--- config.mk ---
export PLATFORM = sky130hd
export DESIGN_NAME = fault_code_blinker
export DESIGN_NICKNAME = d
export VERILOG_FILES = /design/src/rtl/fcb_pkg.sv /design/src/rtl/fcb_unit_timer.sv /design/src/rtl/fcb_code_latch.sv /design/src/rtl/fcb_phase_fsm.sv /design/src/rtl/fault_code_blinker.sv
export SDC_FILE = /design/constraint.sdc
export NUM_CORES = 1
export LEC_CHECK = 0
export BUFFER_PORTS_ARGS = -buffer_cell sky130_fd_sc_hd__buf_2
export CAP_MARGIN = 20
export CORE_MARGIN = 10
export CORE_UTILIZATION = 36
export CTS_BUF_LIST = sky130_fd_sc_hd__clkbuf_8 sky130_fd_sc_hd__clkbuf_16
export DETAILED_ROUTE_END_ITERATION = 6
export GPL_TIMING_DRIVEN = 0
export PLACE_DENSITY = 0.54
export SETUP_SLACK_MARGIN = 0.02
export SLEW_MARGIN = 10
export SYNTH_ARGS = -nofsm -noshare
export SYNTH_HDL_FRONTEND = slang
export SYNTH_SLANG_ARGS = --single-unit
--- constraint.sdc ---
create_clock -name clk -period 3.4 [get_ports clk]
set_input_delay 0.68 -clock clk [delete_from_list [all_inputs] [get_ports clk]]
set_output_delay 0.68 -clock clk [all_outputs]
set_load 0.02 [all_outputs]
--- src/rtl/fcb_pkg.sv ---
package fcb_pkg;

  typedef enum logic [1:0] {
    PH_IDLE  = 2'd0,
    PH_DARK  = 2'd1,
    PH_LIT   = 2'd2,
    PH_PAUSE = 2'd3
  } phase_e;

  // Lit length in units for one bit value
  function automatic int unsigned lit_units(input logic bit_val,
                                            input int unsigned zero_u,
                                            input int unsigned one_u);
    return bit_val ? one_u : zero_u;
  endfunction

  function automatic int unsigned max4(input int unsigned a, input int unsigned b,
                                       input int unsigned c, input int unsigned d);
    int unsigned m;
    m = a;
    if (b > m) m = b;
    if (c > m) m = c;
    if (d > m) m = d;
    return m;
  endfunction

  // Counter width for values 0..n-1, never below one bit
  function automatic int unsigned cnt_width(input int unsigned n);
    return (n > 1) ? $clog2(n) : 1;
  endfunction

endpackage

--- src/rtl/fcb_unit_timer.sv ---
module fcb_unit_timer #(
  parameter int unsigned UNIT_CYCLES = 10_000_000
) (
  input  logic clk,
  input  logic rst,
  input  logic run,
  output logic unit_tick
);
  import fcb_pkg::*;

  localparam int unsigned CW = cnt_width(UNIT_CYCLES);
  localparam logic [CW-1:0] LAST = CW'(UNIT_CYCLES - 1);

  logic [CW-1:0] cnt_q;

  assign unit_tick = run && (cnt_q == LAST);

  always_ff @(posedge clk) begin
    if (rst || !run || unit_tick) cnt_q <= '0;
    else                          cnt_q <= cnt_q + 1'b1;
  end

  // Two unit ends are never back to back when a unit spans several cycles
  assert_tick_spacing_R10: assert property (@(posedge clk) disable iff (rst)
    (unit_tick && UNIT_CYCLES > 1) |=> !unit_tick);

endmodule

--- src/rtl/fcb_code_latch.sv ---
module fcb_code_latch #(
  parameter int unsigned CODE_W = 32
) (
  input  logic              clk,
  input  logic              rst,
  input  logic              trig,
  input  logic [CODE_W-1:0] code_in,
  output logic              start,
  output logic              busy,
  output logic [CODE_W-1:0] code_q
);

  // A trigger counts only while nothing is being shown
  assign start = trig && !busy;

  always_ff @(posedge clk) begin
    if (rst) begin
      busy   <= 1'b0;
      code_q <= '0;
    end else if (start) begin
      busy   <= 1'b1;
      code_q <= code_in;
    end
  end

  assert_busy_sticky_R4: assert property (@(posedge clk) disable iff (rst)
    busy |=> busy);

  assert_code_held_R3: assert property (@(posedge clk) disable iff (rst)
    busy |=> $stable(code_q));

endmodule

--- src/rtl/fcb_phase_fsm.sv ---
module fcb_phase_fsm #(
  parameter int unsigned CODE_W     = 32,
  parameter int unsigned DARK_UNITS = 1,
  parameter int unsigned ZERO_UNITS = 1,
  parameter int unsigned ONE_UNITS  = 3,
  parameter int unsigned GAP_UNITS  = 10
) (
  input  logic              clk,
  input  logic              rst,
  input  logic              start,
  input  logic              unit_tick,
  input  logic [CODE_W-1:0] code_q,
  output logic              led
);
  import fcb_pkg::*;

  localparam int unsigned MAXU = max4(DARK_UNITS, ZERO_UNITS, ONE_UNITS, GAP_UNITS);
  localparam int unsigned LW   = cnt_width(MAXU);
  localparam int unsigned BW   = cnt_width(CODE_W);
  localparam logic [BW-1:0] TOP_BIT = BW'(CODE_W - 1);

  phase_e        phase_q, phase_n;
  logic [BW-1:0] bit_q,   bit_n;
  logic [LW-1:0] left_q,  left_n;
  logic          led_q;
  logic          phase_end;   // last unit of the current phase is finishing

  assign phase_end = unit_tick && (left_q == '0);

  always_comb begin
    phase_n = phase_q;
    bit_n   = bit_q;
    left_n  = left_q;
    if (start) begin
      phase_n = PH_DARK;
      bit_n   = TOP_BIT;
      left_n  = LW'(DARK_UNITS - 1);
    end else if (unit_tick && !phase_end) begin
      left_n = left_q - 1'b1;
    end else if (phase_end) begin
      unique case (phase_q)
        PH_DARK: begin
          phase_n = PH_LIT;
          left_n  = LW'(lit_units(code_q[bit_q], ZERO_UNITS, ONE_UNITS) - 1);
        end
        PH_LIT: begin
          if (bit_q == '0) begin
            phase_n = PH_PAUSE;
            left_n  = LW'(GAP_UNITS - 1);
          end else begin
            phase_n = PH_DARK;
            bit_n   = bit_q - 1'b1;
            left_n  = LW'(DARK_UNITS - 1);
          end
        end
        PH_PAUSE: begin
          phase_n = PH_DARK;
          bit_n   = TOP_BIT;
          left_n  = LW'(DARK_UNITS - 1);
        end
        default: ;
      endcase
    end
  end

  always_ff @(posedge clk) begin
    if (rst) begin
      phase_q <= PH_IDLE;
      bit_q   <= '0;
      left_q  <= '0;
      led_q   <= 1'b0;
    end else begin
      phase_q <= phase_n;
      bit_q   <= bit_n;
      left_q  <= left_n;
      led_q   <= (phase_n == PH_LIT);
    end
  end

  assign led = led_q;

  assert_led_idle_R2: assert property (@(posedge clk) disable iff (rst)
    (phase_q == PH_IDLE) |-> !led_q);

  assert_lit_after_dark_R6: assert property (@(posedge clk) disable iff (rst)
    $rose(led_q) |-> ($past(phase_q) == PH_DARK));

  assert_pause_after_bit0_R8: assert property (@(posedge clk) disable iff (rst)
    (phase_q == PH_PAUSE && $past(phase_q) != PH_PAUSE) |-> ($past(bit_q) == '0));

  assert_restart_msb_R5: assert property (@(posedge clk) disable iff (rst)
    (phase_q == PH_DARK && $past(phase_q) == PH_PAUSE) |-> (bit_q == TOP_BIT));

endmodule

--- src/rtl/fault_code_blinker.sv ---
module fault_code_blinker #(
  parameter int unsigned CODE_W      = 32,
  parameter int unsigned UNIT_CYCLES = 10_000_000,
  parameter int unsigned DARK_UNITS  = 1,
  parameter int unsigned ZERO_UNITS  = 1,
  parameter int unsigned ONE_UNITS   = 3,
  parameter int unsigned GAP_UNITS   = 10
) (
  input  logic              clk,
  input  logic              rst,
  input  logic              trig,
  input  logic [CODE_W-1:0] code_in,
  output logic              led,
  output logic              busy
);

  logic              start;
  logic              unit_tick;
  logic [CODE_W-1:0] code_q;

  fcb_code_latch #(.CODE_W(CODE_W)) u_latch (
    .clk     (clk),
    .rst     (rst),
    .trig    (trig),
    .code_in (code_in),
    .start   (start),
    .busy    (busy),
    .code_q  (code_q)
  );

  fcb_unit_timer #(.UNIT_CYCLES(UNIT_CYCLES)) u_timer (
    .clk       (clk),
    .rst       (rst),
    .run       (busy),
    .unit_tick (unit_tick)
  );

  fcb_phase_fsm #(
    .CODE_W     (CODE_W),
    .DARK_UNITS (DARK_UNITS),
    .ZERO_UNITS (ZERO_UNITS),
    .ONE_UNITS  (ONE_UNITS),
    .GAP_UNITS  (GAP_UNITS)
  ) u_fsm (
    .clk       (clk),
    .rst       (rst),
    .start     (start),
    .unit_tick (unit_tick),
    .code_q    (code_q),
    .led       (led)
  );

  assert_led_needs_busy_R2: assert property (@(posedge clk) disable iff (rst)
    led |-> busy);

endmodule

==> run_results.csv <==
group,metric,value,unit
clock_network,cts_root_buf,"clkbuf_8",
sta,skew,0.0135,ns
clock_network,clock_sinks,69,
logic_synthesis,yosysWarnings,0,
floorplanning,dieArea,0.0131,sq mm
layout,most-common-layout-cells,"nand2_1 (82), dfxtp_1 (69), a21oi_1 (42), buf_2 (36), nor2_1 (34)",
clock_network,clock_path_buffers,2,
layout,fillCellCount,889,
sta,holdWs,0.454,ns
worst_setup_path,startpoint,"u_fsm.bit_q[0]",
place,dpl_cell_area,0.00353,sq mm
global_routing,use_met1,14.8,%
global_routing,grt_overflow,0,
run_status,status,"finished clean",
clock_network,cts_hold_buf,0,
detailed_routing,dr.pass1.iters,4,
place,gp_congestion,0.795,
sta,post-route-period-util,85.1,%
power,power_density,493,mW/mm^2
power,p_total,1.86,mW
logic_synthesis,synth.distinct_cells,47,
logic_synthesis,syn-num-nets,419,
worst_setup_path,r2r_cells,8,
logic_synthesis,synth_top_area_share,43.0,%
layout,fin_nets,465,
floorplanning,die_h,115,um
worst_setup_path,reg2reg_slack,0.51,ns
logic_synthesis,synth-main-ff-cell,"dfxtp_1",
detailed_routing,drc_errors,0,
global_routing,gr-usage-all-layers,11.4,%
power,combPwrFrac,9.6,%
global_routing,grt_first_pass_wirelength,12300,um
place,pre_cts_slack,0.466,ns
layout,fin_cells,536,
sta,min_period,2.89,ns
floorplanning,initial_utilization,36.9,%
global_routing,grt_max_degree,13,
floorplanning,die_width,115,um
clock_network,postCtsSetupBuffers,0,
layout,stdcell_area,0.00377,sq mm
clock_network,clk_pin_slew,0.07,ns
worst_setup_path,critPathCaptureType,"register",
logic_synthesis,synthTopCellsByArea,"dfxtp_1 (43%), nand2_1 (9.6%), a21oi_1 (6.5%)",
power,clock_power_share,44.2,%
detailed_routing,vias,2616,
sta,worst_slew_pin_slew,0.685,ns
floorplanning,io_pins,37,
floorplanning,rows,34,
worst_setup_path,reg2reg_to,"u_fsm.bit_q[1]",
logic_synthesis,yosysTopAreaCell,"dfxtp_1",
floorplanning,core_region_area,0.00872,sq mm
global_routing,grt_antenna_before_repair,0,
logic_synthesis,synth_area,0.00322,sq mm
worst_setup_path,crit_required,3.63,ns
logic_synthesis,seq_area_frac_synth,43.0,%
worst_setup_path,crit_type,"reg -> reg",
logic_synthesis,synth-edff-count,0,
layout,diodes,0,
sta,post-route-worst-setup-slack,0.506,ns
sta,hold_violations,0,
sta,rsz0062_at_grt,"no",
sta,maxSlewHeadroom,54.0,%
clock_network,post_cts_resized,0,
place,port_buffers,35,
worst_setup_path,r2r-start,"u_fsm.bit_q[0]",
worst_setup_path,endpoint,"u_fsm.bit_q[1]",
power,vdd_drop_max,0.000183,V
global_routing,busiest_layer,"met2",
layout,final_core_util,43.3,%
power,seqPwrFrac,46.3,%
global_routing,grtUsageMet3,3.93,%
clock_network,clock_latency,0.35,ns
clock_network,h-tree-depth,3,
place,dpl.hpwl,5390,um
power,netSwitchingFraction,23.2,%
layout,drive_gt1_share,17.3,%
sta,setup_viol,0,
logic_synthesis,syn-instance-count,377,
place,place_inst,520,
layout,areaGrowthSynthToFinish,17.4,%
global_routing,grt_pass1_vias,2598,
layout,final_common_cell,"nand2_1",
power,p_sw,0.432,mW
detailed_routing,antenna_left,0,
sta,tns,0,ns
logic_synthesis,ys_ff_latch,69,
logic_synthesis,async_flop_share,0,%
power,p_int,1.43,mW
flow_run,drv_cap,0,
worst_setup_path,critPathMaxFanout,10,
detailed_routing,wirelength,7200,um
power,p_leak,1.37,nW
clock_network,cts_tree,"done",
clock_network,numCtsBuffers,9,
detailed_routing,via_per_inst,4.88,
detailed_routing,wire_per_inst,13.4,um
logic_synthesis,syn_avg_cell_area,8.53,sq um
sta,fmax,0.346,GHz
global_routing,grt_use_met2,17.1,%
worst_setup_path,critPathLaunchType,"register",
min_path,hp-class,"reg -> reg",
sta,maxSlewViolCount,0,
worst_setup_path,crit_arrival,3.13,ns
detailed_routing,drt-initial-drc-count,120,
[state kept, by name (all words and copies together) (netlist names)]
name            count
u_latch.busy        1
u_timer.cnt_q      24
u_fsm.led           1
u_fsm.phase_q       2
u_latch.code_q     32
u_fsm.left_q        4
u_fsm.bit_q         5
[metal layers]
metal / up-vias / share of wire (%)
met5: - / 0
met4: 0 / 1.2
met3: 7 / 3.5
met2: 35 / 44
met1: 1188 / 51
li1: 1386 / -
[cell families (layout without fill, tap and decap cells)]
kind of cell               count (synthesis)  after routing  share of synthesized area, %
AOI/OAI and AO/OA                         61             61                          10.9
and+or+nand+nor                          177            177                          26.2
buffers and inverters                     31             82                          4.51
xor gates and xnor gates                  19             19                          5.18
DFF                                       69             69                          43.0
muxes                                     13             13                          7.55
adders and majority gates                  7              7                          2.72
[worst min path at each step]
stage | endpoint | start | slack, ns | depth (start not counted)
2_1_floorplan | u_latch.code_q[30] | u_latch.code_q[30] | 0.43 | 2
3_3_place_gp | u_latch.code_q[29] | u_latch.code_q[29] | 0.44 | 2
3_5_place_dp | u_latch.code_q[3] | u_latch.code_q[3] | 0.45 | 2
4_1_cts | u_latch.code_q[3] | u_latch.code_q[3] | 0.46 | 2
5_1_grt | u_latch.code_q[11] | u_latch.code_q[11] | 0.48 | 2
6_report | u_latch.code_q[30] | u_latch.code_q[30] | 0.45 | 2
[power groups by stage]
stage               clock network (mW)  logic, mW  registers [mW]
floorplan                            0      0.127           0.875
global placement                     0      0.179           0.879
detailed placement                   0      0.180           0.880
CTS                              0.844      0.181           0.861
global route                     0.879      0.201           0.866
finish                           0.821      0.178           0.861
[cell usage after synthesis, types with 3 or more instances]
library cell,number
clkbuf_1,14
or3_1,8
nor3_1,8
mux4_2,9
nand2_1,82
inv_1,12
nor4_1,3
ha_1,7
nand4_1,8
xor2_1,12
xnor2_1,7
dfxtp_1,69
and3_1,5
a21oi_1,42
nor2_1,34
mux2i_1,4
o21ai_0,6
nand3_1,11
[cell type report]
type	count	area, sq um	area share [%]
clock buffers	10	138	3.65
clock inverters	6	110	2.92
inverters	12	45.0	1.19
flip-flops and latches	69	1380	36.6
plain buffers	19	100	2.65
multi-input cells	277	1690	44.8
repair buffers	35	175	4.64
well taps	108	135	3.58
[critical path, stage by stage (launching register included)]
cell and delay [ns]:
dfxtp_1 0.37, buf_1 0.52, inv_1 0.19, ha_1 0.27, and4_2 0.25, or4_4 0.50, a21oi_2 0.29, nor2_1 0.07
a311oi_1 0.32
No activity file was read; power rests on OpenSTA's default activity.
